==> src/rtl/wel_seq_pkg.sv <==
package wel_seq_pkg;

  typedef struct packed {
    logic       hw_en;   // bit 7: sticky hardware-protect enable
    logic [1:0] wd;      // bits 6:5: watchdog period
    logic [1:0] bp_lo;   // bits 4:3: protect code bits 1:0
    logic       rwel;    // bit 2: register write latch
    logic       wel;     // bit 1: write latch
    logic       bp_hi;   // bit 0: protect code bit 2
  } ctrl_t;

  localparam logic [7:0] CTRL_RST  = 8'h60;
  localparam logic [7:0] PAT_WEL   = 8'h02;
  localparam logic [7:0] PAT_RWEL  = 8'h06;
  localparam logic [7:0] PAT_CLR   = 8'h00;
  localparam int         HOLD_BIT  = 2;

  typedef enum logic [1:0] {TX_IDLE, TX_ONE, TX_MANY} txn_e;

  function automatic logic byte_accept(input ctrl_t c, input logic [7:0] d,
                                       input logic busy, input logic wp);
    logic ok;
    if (busy) ok = 1'b0;
    else if (c.rwel && !d[HOLD_BIT]) ok = !(wp && c.hw_en);
    else ok = c.wel || (d == PAT_WEL);
    return ok;
  endfunction

endpackage

==> src/rtl/wel_seq_txn.sv <==
module wel_seq_txn
  import wel_seq_pkg::*;
(
  input  logic       clk,
  input  logic       rst_n,
  input  logic       byte_vld,
  input  logic [7:0] byte_data,
  input  logic       stop_evt,
  input  logic       byte_ok,
  output logic       ack_o,
  output logic       nack_o,
  output logic       commit_o,
  output logic [7:0] commit_data_o
);

  txn_e       st_q, st_d;
  logic       pend_q, pend_d;
  logic [7:0] data_q;
  logic       data_en;
  logic       ack_d, nack_d;

  always_comb begin
    st_d    = st_q;
    pend_d  = pend_q;
    data_en = 1'b0;
    ack_d   = 1'b0;
    nack_d  = 1'b0;
    if (stop_evt) begin
      st_d   = TX_IDLE;
      pend_d = 1'b0;
    end else if (byte_vld) begin
      if (st_q == TX_IDLE) begin
        st_d    = TX_ONE;
        pend_d  = byte_ok;
        data_en = 1'b1;
        ack_d   = byte_ok;
        nack_d  = !byte_ok;
      end else begin
        st_d   = TX_MANY;
        pend_d = 1'b0;
        nack_d = 1'b1;
      end
    end
  end

  assign commit_o      = stop_evt && (st_q == TX_ONE) && pend_q;
  assign commit_data_o = data_q;

  always_ff @(posedge clk or negedge rst_n) begin
    if (!rst_n) begin
      st_q   <= TX_IDLE;
      pend_q <= 1'b0;
      ack_o  <= 1'b0;
      nack_o <= 1'b0;
    end else begin
      st_q   <= st_d;
      pend_q <= pend_d;
      ack_o  <= ack_d;
      nack_o <= nack_d;
    end
  end

  always_ff @(posedge clk or negedge rst_n) begin
    if (!rst_n)       data_q <= 8'h00;
    else if (data_en) data_q <= byte_data;
  end

endmodule

==> src/rtl/wel_seq_regs.sv <==
module wel_seq_regs
  import wel_seq_pkg::*;
(
  input  logic       clk,
  input  logic       rst_n,
  input  logic       commit,
  input  logic [7:0] commit_data,
  input  logic       drop_rwel,
  output ctrl_t      ctrl_o,
  output logic       nv_start_o
);

  ctrl_t ctrl_q, ctrl_d;
  logic  start_d;

  always_comb begin
    ctrl_d  = ctrl_q;
    start_d = 1'b0;
    if (commit) begin
      if (ctrl_q.rwel) begin
        if (!commit_data[HOLD_BIT]) begin
          ctrl_d.hw_en = commit_data[7];
          ctrl_d.wd    = commit_data[6:5];
          ctrl_d.bp_lo = commit_data[4:3];
          ctrl_d.bp_hi = commit_data[0];
          ctrl_d.rwel  = 1'b0;
          start_d      = 1'b1;
        end
      end else begin
        case (commit_data)
          PAT_WEL:  ctrl_d.wel = 1'b1;
          PAT_RWEL: begin
            ctrl_d.wel  = 1'b1;
            ctrl_d.rwel = 1'b1;
          end
          PAT_CLR:  ctrl_d.wel = 1'b0;
          default:  ;
        endcase
      end
    end
    if (drop_rwel) ctrl_d.rwel = 1'b0;
  end

  always_ff @(posedge clk or negedge rst_n) begin
    if (!rst_n) begin
      ctrl_q     <= ctrl_t'(CTRL_RST);
      nv_start_o <= 1'b0;
    end else begin
      ctrl_q     <= ctrl_d;
      nv_start_o <= start_d;
    end
  end

  assign ctrl_o = ctrl_q;

endmodule

==> src/rtl/wel_seq_prot.sv <==
module wel_seq_prot #(
  parameter int ADDR_W = 14,
  parameter int PAGE_W = 6
) (
  input  logic [2:0]        code,
  input  logic [ADDR_W-1:0] addr,
  output logic              prot_o
);

  localparam int PIDX_W = ADDR_W - PAGE_W;

  logic [PIDX_W-1:0] page_idx;
  logic [PIDX_W-1:0] page_lim;

  assign page_idx = addr[ADDR_W-1:PAGE_W];
  assign page_lim = PIDX_W'(1) << code[1:0];

  always_comb begin
    case (code)
      3'b000:  prot_o = 1'b0;
      3'b001:  prot_o = &addr[ADDR_W-1 -: 2];
      3'b010:  prot_o = addr[ADDR_W-1];
      3'b011:  prot_o = 1'b1;
      default: prot_o = page_idx < page_lim;
    endcase
  end

endmodule

==> src/rtl/wel_seq.sv <==
module wel_seq
  import wel_seq_pkg::*;
#(
  parameter int ADDR_W = 14,
  parameter int PAGE_W = 6
) (
  input  logic              clk,
  input  logic              rst_n,
  input  logic              byte_vld,
  input  logic [7:0]        byte_data,
  input  logic              stop_evt,
  input  logic              nv_busy,
  input  logic              wp_pin,
  input  logic              arr_try,
  input  logic [ADDR_W-1:0] arr_addr,
  output logic              ack_o,
  output logic              nack_o,
  output logic              nv_start_o,
  output logic [7:0]        ctrl_o,
  output logic              arr_wr_ok_o
);

  logic [1:0] rst_sync_q;
  logic       rst_n_s;

  always_ff @(posedge clk or negedge rst_n) begin
    if (!rst_n) rst_sync_q <= 2'b00;
    else        rst_sync_q <= {rst_sync_q[0], 1'b1};
  end
  assign rst_n_s = rst_sync_q[1];

  ctrl_t      ctrl;
  logic       byte_ok;
  logic       commit;
  logic [7:0] commit_data;
  logic       prot;

  assign byte_ok = byte_accept(ctrl, byte_data, nv_busy, wp_pin);

  wel_seq_txn u_txn (
    .clk          (clk),
    .rst_n        (rst_n_s),
    .byte_vld     (byte_vld),
    .byte_data    (byte_data),
    .stop_evt     (stop_evt),
    .byte_ok      (byte_ok),
    .ack_o        (ack_o),
    .nack_o       (nack_o),
    .commit_o     (commit),
    .commit_data_o(commit_data)
  );

  wel_seq_prot #(.ADDR_W(ADDR_W), .PAGE_W(PAGE_W)) u_prot (
    .code  ({ctrl.bp_hi, ctrl.bp_lo}),
    .addr  (arr_addr),
    .prot_o(prot)
  );

  wel_seq_regs u_regs (
    .clk        (clk),
    .rst_n      (rst_n_s),
    .commit     (commit),
    .commit_data(commit_data),
    .drop_rwel  (arr_try && prot),
    .ctrl_o     (ctrl),
    .nv_start_o (nv_start_o)
  );

  assign ctrl_o      = ctrl;
  assign arr_wr_ok_o = ctrl.wel && !prot;

endmodule

==> config.mk <==
export PLATFORM = sky130hd
export DESIGN_NAME = wel_seq
export DESIGN_NICKNAME = d
export VERILOG_FILES = /design/src/rtl/wel_seq_pkg.sv /design/src/rtl/wel_seq_txn.sv /design/src/rtl/wel_seq_regs.sv /design/src/rtl/wel_seq_prot.sv /design/src/rtl/wel_seq.sv
export SDC_FILE = /design/constraint.sdc
export NUM_CORES = 1
export LEC_CHECK = 0
export ABC_AREA = 1
export CAP_MARGIN = 20
export CORE_ASPECT_RATIO = 0.9
export CORE_UTILIZATION = 40
export DETAILED_ROUTE_END_ITERATION = 12
export GPL_ROUTABILITY_DRIVEN = 1
export PLACE_DENSITY = 0.8
export SETUP_SLACK_MARGIN = 0.05
export SKIP_LAST_GASP = 1
export SLEW_MARGIN = 20
export SYNTH_ARGS = -nofsm -noshare
export SYNTH_HDL_FRONTEND = slang
export SYNTH_HIERARCHICAL = 1
export SYNTH_SLANG_ARGS = --single-unit
==> constraint.sdc <==
create_clock -name clk -period 1.6 [get_ports clk]
set_input_delay 0.24 -clock clk [delete_from_list [all_inputs] [get_ports clk]]
set_output_delay 0.24 -clock clk [all_outputs]
set_load 0.1 [all_outputs]
==> results of run 1 <==
-- what timing repair did --
item | CTS | global route
gates resized for setup | 0 | 8
setup endpoints to repair | 2 | 9
pin swaps | 0 | 1
setup buffers | 1 | 1
-- stage by stage --
step	instance area [um^2]	hold slack, ns	cells	utilization
6_report	1990	0.0859	253	0.648
5_1_grt	1990	0.0595	253	0.648
4_1_cts	1940	0.0747	252	0.632
3_5_place_dp	1880	0.214	247	0.612
3_3_place_gp	1880	0.214	247	0.612
2_1_floorplan	1340	-0.0556	166	-
-- worst max-delay path by stage --
stage	slack, ns	cells past startpoint	to	start
finish	-0.43	10	arr_wr_ok_o	u_regs/ctrl_o[4]
global route	-0.57	10	arr_wr_ok_o	u_regs/ctrl_o[4]
global placement	-0.18	9	arr_wr_ok_o	arr_addr[9]
floorplan	-0.41	9	arr_wr_ok_o	u_regs/ctrl_o[4]
detailed placement	-0.20	9	arr_wr_ok_o	arr_addr[9]
CTS	-0.45	10	arr_wr_ok_o	u_regs/ctrl_o[4]
-- report_power, final --
group | leakage, nW | total [mW] | internal (mW) | switching (mW)
combinational | 0.680 | 1.00 | 0.396 | 0.605
sequential | 0.294 | 0.825 | 0.714 | 0.111
clock | 0.0279 | 0.421 | 0.253 | 0.168
-- per-layer routing --
layer	wire length (um)	global-route usage	part of all wire
met5	0	0	0
met3	117	0.0209	0.046
met2	1320	0.292	0.52
met1	1090	0.216	0.43
met4	23	0.0667	0.0090
-- logic make-up (layout without fill, tap and decap cells) --
| group | count (synthesis) | in the layout | synth area share |
|---|---|---|---|
| other | 1 | 1 | 0.00291 |
| AO/OA/AOI/OAI | 13 | 13 | 0.0698 |
| buffers and inverters | 37 | 82 | 0.125 |
| AND/OR/NAND/NOR | 88 | 88 | 0.306 |
| flip-flops | 24 | 24 | 0.468 |
| adder cells (fa/ha/maj) | 3 | 3 | 0.0291 |
-- registers in the layout (all words and copies together), names as in the netlist --
register,count
u_regs/ctrl_o,8
u_txn/commit_data_o,8
rst_sync_q,2
u_txn/st_q,2
u_regs/nv_start_o,1
u_txn/ack_o,1
u_txn/nack_o,1
u_txn/pend_q,1
-- cell usage in the layout (no fill, tap or decap), drive strengths merged, types with 2 or more instances in the layout --
cell type,instances
a21oi,4
buf,22
clkbuf,3
clkdlybuf4s50,22
dfrtp,22
dfstp,2
ha,3
inv,34
nand2,54
nand3,14
nor2,18
o21ai,8
-- worst register-to-register path, cell delays in order (launching register included) --
cell and delay [ns]:
dfrtp_4 0.53, inv_2 0.07, nand2_2 0.06, ha_4 0.26, nand2_2 0.05, nand2_2 0.05
nand2_1 0.04, nand2_1 0.06, nand2_2 0.07, nand2_1 0.06, inv_1 0.04, inv_1 0.04
nand2_1 0.06, a21oi_2 0.11
-- final cells by class --
class                      instances  area [um^2]
tap                               42         52.6
timing repair buffer              44          536
sequential                        24          613
clock buffer                       3         22.5
fill                             261         1080
inverter                          34          128
multi-input combinational        105          607
clock inverter                     1         30.0
==> results, run 1 <==
- The number of global-route vias before repair is approximately 1100.
- The register area share after synthesis is 0.468.
- The worst register-to-register path begins at u_regs/ctrl_o[4].
- For the final database, setup skew stands at roughly 0.012 ns.
- The fraction of synthesized cell area taken by the top area cell type is 0.427.
- The effective utilization at floorplan is 0.421.
- The clock tree root driver cell is clkbuf_4.
- Counting flops with a built-in enable in the synthesized netlist gives 0.
- The tool flagged a number of max-cap violations equal to 0.
- Setup repair after global routing could not meet its margin everywhere.
- The share of layout cells above drive strength 1 is 0.318.
- After synthesis, the netlist uses 21 different library cells.
- Setup violations remaining at the end of the flow were counted as 1.
- The number of vias per cell after detailed routing is approximately 4.5.
- The hold violation total from the final report is 0.
- The required time at the endpoint of the critical path is roughly 1.4 ns.
- The CTS tree is built.
- The delay of the slowest cell on the worst path is between 0.5 and 0.6 ns.
- VDD sags by at most between 0.8 and 0.9 mV.
- The capture point of the worst reg-to-reg path is u_regs/ctrl_o[2].
- The full die area is ~3500 um^2.
- The power per unit of standard cell area is around 1100 nW/um^2.
- Prior to clock tree synthesis, the placed netlist has a worst setup slack of -0.203 ns.
- The top-level port count is 41.
- During synthesis, Yosys emitted a total of 6 warnings.
- The clock net in this run drives a total of 24 sinks.
- Entering global routing, the biggest net connects 23 pins.
- The total of buffers placed on input and output ports is 34.
- The number of DRC violations after detailed routing is 0.
- The checks that failed: negative setup slack.
- The detailed router placed 1128 vias in this run.
- In this run the core area contains 19 standard-cell rows.
- Among all stages on the critical path, the largest delay is contributed by dfrtp_4.
- The clock latency at the later pin of the worst-skew pair is 0.30 ns.
- The tightest min-delay check is of the input pin to async pin type.
- After synthesis the netlist holds a flip-flop and latch count of 24.
- The congestion estimate from routability-driven global placement came to 0.809.
- The global-route wire length before repair is ~4400 um.
- The synthesized cell area is 1290 um^2.
- The detailed router finished its first iteration with 22 violations.
- The initial antenna violation count is 0.
- Ranked by instance count, the synthesized netlist is headed by nand2_1, inv_1, dfrtp_1.
- The number of nets still failing antenna checks after routing is 0.
- The cell occurring most often along the worst timing path is nand2_2.
- The post-route setup TNS is -0.430 ns.
- The pre-antenna-repair detailed-routing pass consisted of 4 iterations.
- The die is ~56 um tall.
- The synthesized net count is a little under 200.
- The count of final max-slew check failures was 0.
- The kind of launch point of the worst setup path is a register.
- The hold buffer count at CTS is 0.
- Setup slack on the worst reg-to-reg path comes out at 0.03 ns.
- Summed over all layers, the global routing overflow is 0.
- The post-synthesis average cell area is about 8 um^2.
- The post-route worst setup slack is -0.430 ns.
- The detailed-route wire length is between 2000 and 3000 um.
- After the last flow step, the layout net total stands at 244.
- The cell count after synthesis came out at about 170.
- The largest total area in the synthesized netlist belongs to dfrtp_1.
- Sorting the synthesized cells by area gives the leading types as dfrtp_1, nand2_1, inv_1.
- The post-route total power is ~2.2 mW.
- The count of inserted antenna diode cells is 0.
- The kind of end point of the critical path is a primary output.
- Together, buffers and inverters on the worst path number 2.
- The routed design could run at a clock period as short as roughly 2 ns.
- In this design, the largest share of critical-path delay is due to flip-flops.
- Counting cells, the worst reg-to-reg path comes to 13.
- The H-tree depth is 1.
- The signal on the critical path passes through inv_2, nand2_2, ha_4, nand2_2, nand2_2, nand2_1, nand2_1, nand2_2, nor2_4, buf_12.
- In this run the worst path has a maximum fanout of 4.
- Static timing analysis puts the maximum clock frequency at between 0.4 and 0.5 GHz.
- Clock-pin slew was measured on the worst setup and hold paths at 0.13 ns.
- For this run, the leading register cell type out of synthesis is dfrtp_1.
- The share of synthesized flip-flops with an asynchronous set or reset is 1.00.
- Data arrives at the worst endpoint at 1.79 ns.
- Measured along the x axis, the die boundary spans just over 60 um.
- The critical path is of the register to primary output type.
- The area of the placeable core is between 3000 and 4000 um^2.
- The routed length per instance is approximately 10 um.
- The run finished, with violations left.
- The detailed placer's ending HPWL is 2020 um.
- Summed over all cells, the static leakage comes to between 1 and 1.5 nW.
- In this run the deepest clock path goes through 2 buffers.
- The area growth from synthesis to layout is 54.1%.
- The overall track demand over capacity in global routing is 0.172.
- The final cycle utilization of the critical path is 1.27.
- By instance count, the leading cell after synthesis is nand2_1.
- The number of buffers inserted during clock tree synthesis is 3.
Power figures use the tool's default switching activity.
==> inputs of run 2 (changes only) <==
--- a/config.mk
+++ b/config.mk
@@ -9,9 +9,10 @@
 export CAP_MARGIN = 20
 export CORE_ASPECT_RATIO = 0.9
 export CORE_UTILIZATION = 40
+export CTS_CLUSTER_DIAMETER = 30
 export DETAILED_ROUTE_END_ITERATION = 12
 export GPL_ROUTABILITY_DRIVEN = 1
-export PLACE_DENSITY = 0.8
+export PLACE_DENSITY = 0.73
 export SETUP_SLACK_MARGIN = 0.05
 export SKIP_LAST_GASP = 1
 export SLEW_MARGIN = 20
==> results, run 2 (same netlist as run 1, synthesis figures left out) <==
- Status: finished, violations left (unchanged).
- Violated checks: negative setup slack (unchanged).
- The maximum number of pins on one net before global-route repair is 15 (was 23).
- The power share of the combinational group came to 0.464 (was 0.446).
- The number of nets still failing antenna checks after routing came to 0 (unchanged).
- The switching component of the power was 0.893 mW (was 0.883 mW).
- The number of vias per cell after detailed routing is 4.50 (was 4.46).
- The post-route setup TNS is -0.455 ns (was -0.430 ns).
- The CTS tree is built (unchanged).
- The starting DRC count in detailed routing is 34 (was 22).
- The kind of end point of the critical path is a primary output (unchanged).
- The number of buffers inserted during clock tree synthesis is 3 (unchanged).
- The worst hold-check path type is input pin to async pin (unchanged).
- The detailed placer's ending HPWL is 2050 um (was 2020 um).
- The count of endpoints failing setup in the final report is 1 (unchanged).
- Unrepaired setup endpoints after global routing: yes (unchanged).
- The delay of the slowest cell on the worst path is 0.51 ns (was 0.53 ns).
- The detailed-route wire length is 2690 um (was 2550 um).
- The final cycle utilization of the critical path is 1.28 (was 1.27).
- The detailed-route via count is 1130 (was 1128).
- The post-route worst setup slack is -0.455 ns (was -0.430 ns).
- The leakage dissipation was 0.987 nW (was 1.00 nW).
- The placement row count was 19 (unchanged).
- The clock latency at the later pin of the worst-skew pair came to 0.31 ns (was 0.30 ns).
- The share of layout cells above drive strength 1 is 0.306 (was 0.318).
- The routability-driven placement congestion ratio was 0.831 (was 0.809).
- The count of final max-slew check failures is 0 (unchanged).
- The routed length per instance is 10.7 um (was 10.1 um).
- The die span in x is 61.9 um (unchanged).
- The area growth from synthesis to layout is 50.9% (was 54.1%).
- The final-stage net count is 242 (was 244).
- The area of the placeable core is 3070 um^2 (unchanged).
- The cell occurring most often along the worst timing path is nand2_2 (unchanged).
- The switching fraction of total power is 0.418 (was 0.393).
- The minimum clock period is 2.05 ns (was 2.03 ns).
- The overall track demand over capacity in global routing is 0.171 (was 0.172).
- The H-tree depth is 1 (unchanged).
- The count of inserted antenna diode cells was 0 (unchanged).
- The maximum achievable frequency is 0.487 GHz (was 0.493 GHz).
- The effective utilization at floorplan is 0.421 (unchanged).
- The remaining global-route overflow is 0 (unchanged).
- The maximum number of buffers from clock root to sink is 2 (unchanged).
- The number of DRC violations after detailed routing came to 0 (unchanged).
- The number of detailed-routing iterations run before antenna repair is 4 (unchanged).
- The slowest cell on the critical path is dfrtp_4 (unchanged).
- The non-filler instance count after layout is 251 (was 253).
- The relative contribution of sequential cells to total power is 0.387 (was 0.367).
- The endpoint arrival time on the critical path is 1.81 ns (was 1.79 ns).
- The post-route total power is 2.13 mW (was 2.25 mW).
- The highest ir drop seen on vdd is 0.517 mV (was 0.845 mV).
- The internal power was 1.24 mW (was 1.36 mW).
- Commonest cells after routing, fill and taps aside: nand2_1, inv_1, clkdlybuf4s50_1, dfrtp_1 (unchanged).
- The max-cap check violation count is 0 (unchanged).
- The global-route wire length before repair is 4400 um (unchanged).
- The top fanout value on the critical path is 3 (was 4).
- The vertical die dimension is 55.9 um (unchanged).
- The final-layout worst hold slack was 0.0660 ns (was 0.0859 ns).
- The clock tree root driver cell is clkbuf_4 (unchanged).
- The clock network fraction of total power is 0.149 (was 0.187).
- The CTS sink count came to 24 (unchanged).
- The required time at the endpoint of the critical path is 1.36 ns (about the same).
- The top-level port count is 41 (unchanged).
- The fraction of the core area covered by cells at the end of the flow was 0.635 (was 0.648).
- The type of the worst setup path is register to primary output (unchanged).
- The hold violation total from the final report came to 0 (unchanged).
- The worst clock skew is 0.00114 ns (was 0.0123 ns).
- The initial antenna violation count is 0 (unchanged).
- The power per unit of standard cell area is 1100 nW/um^2 (was 1130 nW/um^2).
- Sequence of cells on the critical path: inv_2, nand2_2, ha_4, nand2_2, nand2_2, nand2_2, nand2_2, nand2_2, nor2_4, buf_12 (was inv_2, nand2_2, ha_4, nand2_2, nand2_2, nand2_1, nand2_1, nand2_2, nor2_4, buf_12).
- The number of global-route vias before repair is 1049 (was 1091).
- The number of cells after detailed placement is 245 (was 247).
- The full die area is 3460 um^2 (unchanged).
- The total of buffers placed on input and output ports is 34 (unchanged).
- The clock slew at the register clock pins of the worst setup and hold paths is 0.13 ns (about the same).
- The most common library cell in the layout ignoring fill and taps was nand2_1 (unchanged).
- The kind of launch point of the worst setup path is a register (unchanged).
[run 2: final cells by class]
type	count	area, um^2
repair buffers	42	524
inverters	34	128
fillers	269	1120
clock buffers	4	36.3
multi-input cells	105	593
well taps	42	52.6
flip-flops and latches	24	613
[run 2: final timing paths]
path,startpoint,cells past startpoint,slack [ns],to
max in group asynchronous,rst_sync_q[1],1,0.92,u_regs/ctrl_o[2]
min in group clk,rst_sync_q[0],0,0.37,rst_sync_q[1]
min,rst_n,1,0.07,rst_sync_q[0]
min reg2reg,rst_sync_q[1],0,0.15,u_txn/commit_data_o[5]
max reg2reg,u_regs/ctrl_o[4],13,0.01,u_regs/ctrl_o[2]
max,u_regs/ctrl_o[4],10,-0.45,arr_wr_ok_o
[run 2: worst max-delay path, delay by kind of cell (launching register included)]
family / cells / cell delay (ns)
buf+inv: 2 / 0.26
fa+ha+maj: 1 / 0.26
simple gates: 7 / 0.46
flops: 1 / 0.51
[run 2: timing repair]
action / 4_1_cts / 5_1_grt
gates resized for setup: 0 / 8
endpoints found under the setup margin: 2 / 9
hold buffers: 0 / 0
pin swaps: 1 / 10
cloned: 0 / 0
buffers inserted: 1 / 1
[run 2: power groups by stage]
stage               Sequential (mW)  Clock [mW]  Combinational, mW
CTS                           0.830       0.334              0.959
detailed placement            0.841           0              0.950
global route                  0.843       0.348               1.05
global placement              0.839           0              0.934
finish                        0.827       0.317              0.990
floorplan                      1.13           0              0.278
[run 2: routing by layer]
layer / vias up / GRT usage / wire length (um)
met3: 6 / 0.0256 / 121
met4: 0 / 0.0730 / 48
li1: 587 / - / -
met1: 503 / 0.217 / 1170
met5: - / 0 / 0
met2: 34 / 0.281 / 1350
[run 2: stage by stage]
stage	setup slack (ns)	cell area [um^2]
5_1_grt	-0.579	1950
2_1_floorplan	-0.406	1340
3_3_place_gp	-0.182	1860
4_1_cts	-0.460	1910
6_report	-0.455	1950
3_5_place_dp	-0.215	1860
==> inputs of run 3 (changes only) <==
--- a/config.mk
+++ b/config.mk
@@ -12,7 +12,7 @@
 export CTS_CLUSTER_DIAMETER = 30
 export DETAILED_ROUTE_END_ITERATION = 12
 export GPL_ROUTABILITY_DRIVEN = 1
-export PLACE_DENSITY = 0.73
+export PLACE_DENSITY = 0.68
 export SETUP_SLACK_MARGIN = 0.05
 export SKIP_LAST_GASP = 1
 export SLEW_MARGIN = 20
==> constraint.sdc (replaced) <==
create_clock -name clk -period 2.1 [get_ports clk]
set_input_delay 0.315 -clock clk [delete_from_list [all_inputs] [get_ports clk]]
set_output_delay 0.315 -clock clk [all_outputs]
set_load 0.1 [all_outputs]
==> results, run 3 (same netlist as run 1, synthesis figures left out) <==
- The highest ir drop seen on vdd is 0.391 mV (was 0.517 mV).
- Status: completed (was finished, violations left).
- The hold buffer count at CTS is 0 (unchanged).
- The worst clock skew is 0.0129 ns (was 0.00114 ns).
- The effective utilization at floorplan came to 0.421 (unchanged).
- The area of the placeable core was 3070 um^2 (unchanged).
- The max-cap check violation count is 0 (unchanged).
- The final-stage net count is 236 (was 242).
- The maximum number of pins on one net before global-route repair is 23 (was 15).
- The clock tree root driver cell is clkbuf_4 (unchanged).
- The detailed-route via count is 1077 (was 1130).
- The endpoint arrival time on the critical path is 1.78 ns (was 1.81 ns).
- The count of inserted antenna diode cells is 0 (unchanged).
- The routability-driven placement congestion ratio was 0.750 (was 0.831).
- The power per unit of standard cell area is 851 nW/um^2 (was 1100 nW/um^2).
- The kind of end point of the critical path is a primary output (unchanged).
- The H-tree depth is 1 (unchanged).
- The vertical die dimension is 55.9 um (unchanged).
- The post-route worst setup slack was 0.00714 ns (was -0.455 ns).
- Timing would allow up to 0.478 GHz.
- The starting DRC count in detailed routing came to 21 (was 34).
- The die span in x came to 61.9 um (unchanged).
- The hold violation total from the final report was 0 (unchanged).
- The number of cells after detailed placement was 240 (was 245).
- The most common library cell in the layout ignoring fill and taps is nand2_1 (unchanged).
- The total of buffers placed on input and output ports was 34 (unchanged).
- The remaining global-route overflow was 0 (unchanged).
- The global-route wire length before repair came to 4210 um (was 4400 um).
- The top fanout value on the critical path is 5 (was 3).
- The post-CTS resize count is 0 (unchanged).
- The clock latency at the later pin of the worst-skew pair was 0.31 ns (about the same).
- The number of detailed-routing iterations run before antenna repair is 4 (unchanged).
- The number of fillers in the final layout is 293 (was 269).
- The required time at the endpoint of the critical path is 1.78 ns (was 1.36 ns).
- The overall track demand over capacity in global routing is 0.166 (was 0.171).
- The placement row count is 19 (unchanged).
- The top-level port count is 41 (unchanged).
- The number of vias per cell after detailed routing is 4.40 (was 4.50).
- The count of final max-slew check failures is 0 (unchanged).
- The worst setup slack after placement is 0.134 ns (was -0.215 ns).
- The CTS sink count was 24 (unchanged).
- The final-layout worst hold slack is 0.151 ns (was 0.0660 ns).
- The number of DRC violations after detailed routing was 0 (unchanged).
- The full die area is 3460 um^2 (unchanged).
- The number of global-route vias before repair came to 1034 (was 1049).
- The count of endpoints failing setup in the final report is 0 (was 1).
- The number of nets still failing antenna checks after routing is 0 (unchanged).
- The routed length per instance is 10.3 um (was 10.7 um).
- The detailed placer's ending HPWL was 1990 um (was 2050 um).
- The detailed-route wire length is 2510 um (was 2690 um).
- The number of buffers inserted during clock tree synthesis is 3 (unchanged).
- The final cycle utilization of the critical path is 0.997.
- The clock slew at the register clock pins of the worst setup and hold paths is 0.12 ns (was 0.13 ns).
- The CTS tree is built (unchanged).
- Commonest cells after routing, fill and taps aside: nand2_1, inv_1, clkdlybuf4s50_1, dfrtp_1, buf_4 (was nand2_1, inv_1, clkdlybuf4s50_1, dfrtp_1).
- The fraction of the core area covered by cells at the end of the flow came to 0.563 (was 0.635).
- The share of layout cells above drive strength 1 came to 0.236 (was 0.306).
- The leakage dissipation is 0.916 nW (was 0.987 nW).
- Unrepaired setup endpoints after global routing: yes (unchanged).
- The maximum number of buffers from clock root to sink is 2 (unchanged).
- The worst hold-check path type is input pin to async pin (unchanged).
- The initial antenna violation count was 0 (unchanged).
- The non-filler instance count after layout is 245 (was 251).
- The minimum clock period is between 2 and 2.5 ns.
- The type of the worst setup path was register to primary output (unchanged).
- The kind of launch point of the worst setup path was a register (unchanged).
- The area growth from synthesis to layout is 33.8% (was 50.9%).
## run 3: final timing paths
check | startpoint | end | slack (ns) | depth (start not counted)
setup / recovery | u_regs/ctrl_o[4] | arr_wr_ok_o | 0.007 | 10
hold / removal | rst_n | rst_sync_q[1] | 0.15 | 1
setup reg to reg | u_regs/ctrl_o[4] | u_regs/ctrl_o[2] | 0.56 | 13
hold reg to reg | rst_sync_q[1] | u_regs/ctrl_o[1] | 0.20 | 1
max in group asynchronous | rst_sync_q[1] | u_regs/ctrl_o[6] | 1.62 | 1
min in group clk | rst_sync_q[0] | rst_sync_q[1] | 0.36 | 0
## run 3: through the flow
step	setup TNS [ns]	instance area [um^2]	power [mW]
after floorplan	0	1330	1.07
after global placement	0	1680	1.22
after detailed placement	0	1680	1.23
after CTS	-0.0110	1730	1.48
after global routing	-0.124	1730	1.55
final	0	1730	1.47
## run 3: layer usage
layer | vias up | routed length (um) | GRT usage
li1 | 569 | - | -
met1 | 471 | 1100 | 0.206
met2 | 33 | 1230 | 0.284
met3 | 4 | 142 | 0.0233
met4 | 0 | 42 | 0.0667
met5 | - | 0 | 0
## run 3: what timing repair did
action                     CTS  global route
setup endpoints to repair    1             1
setup buffers                1             0
gates cloned                 0             0
## run 3: worst max-delay path, stage by stage (launching register included)
cell and delay [ns]:
dfrtp_4 0.53, inv_2 0.07, nand2_1 0.05, ha_1 0.26, nand2_1 0.05, nand2_1 0.06, nand2_1 0.05, nand2_1 0.06
nand2_2 0.07, nor2_4 0.10, buf_12 0.18
## run 3: power breakdown
group | total (mW) | switching [mW] | internal (mW)
registers | 0.614 | 0.0729 | 0.541
clock network | 0.242 | 0.136 | 0.106
logic | 0.612 | 0.437 | 0.175
total | 1.47 | 0.646 | 0.822
## run 3: area by class of cell
class	count	area, um^2	area share
sequential	24	611	0.354
multi-input combinational	105	561	0.325
timing repair buffer	36	338	0.196
inverter	34	128	0.0740
tap	42	52.6	0.0305
clock buffer	4	36.3	0.0210
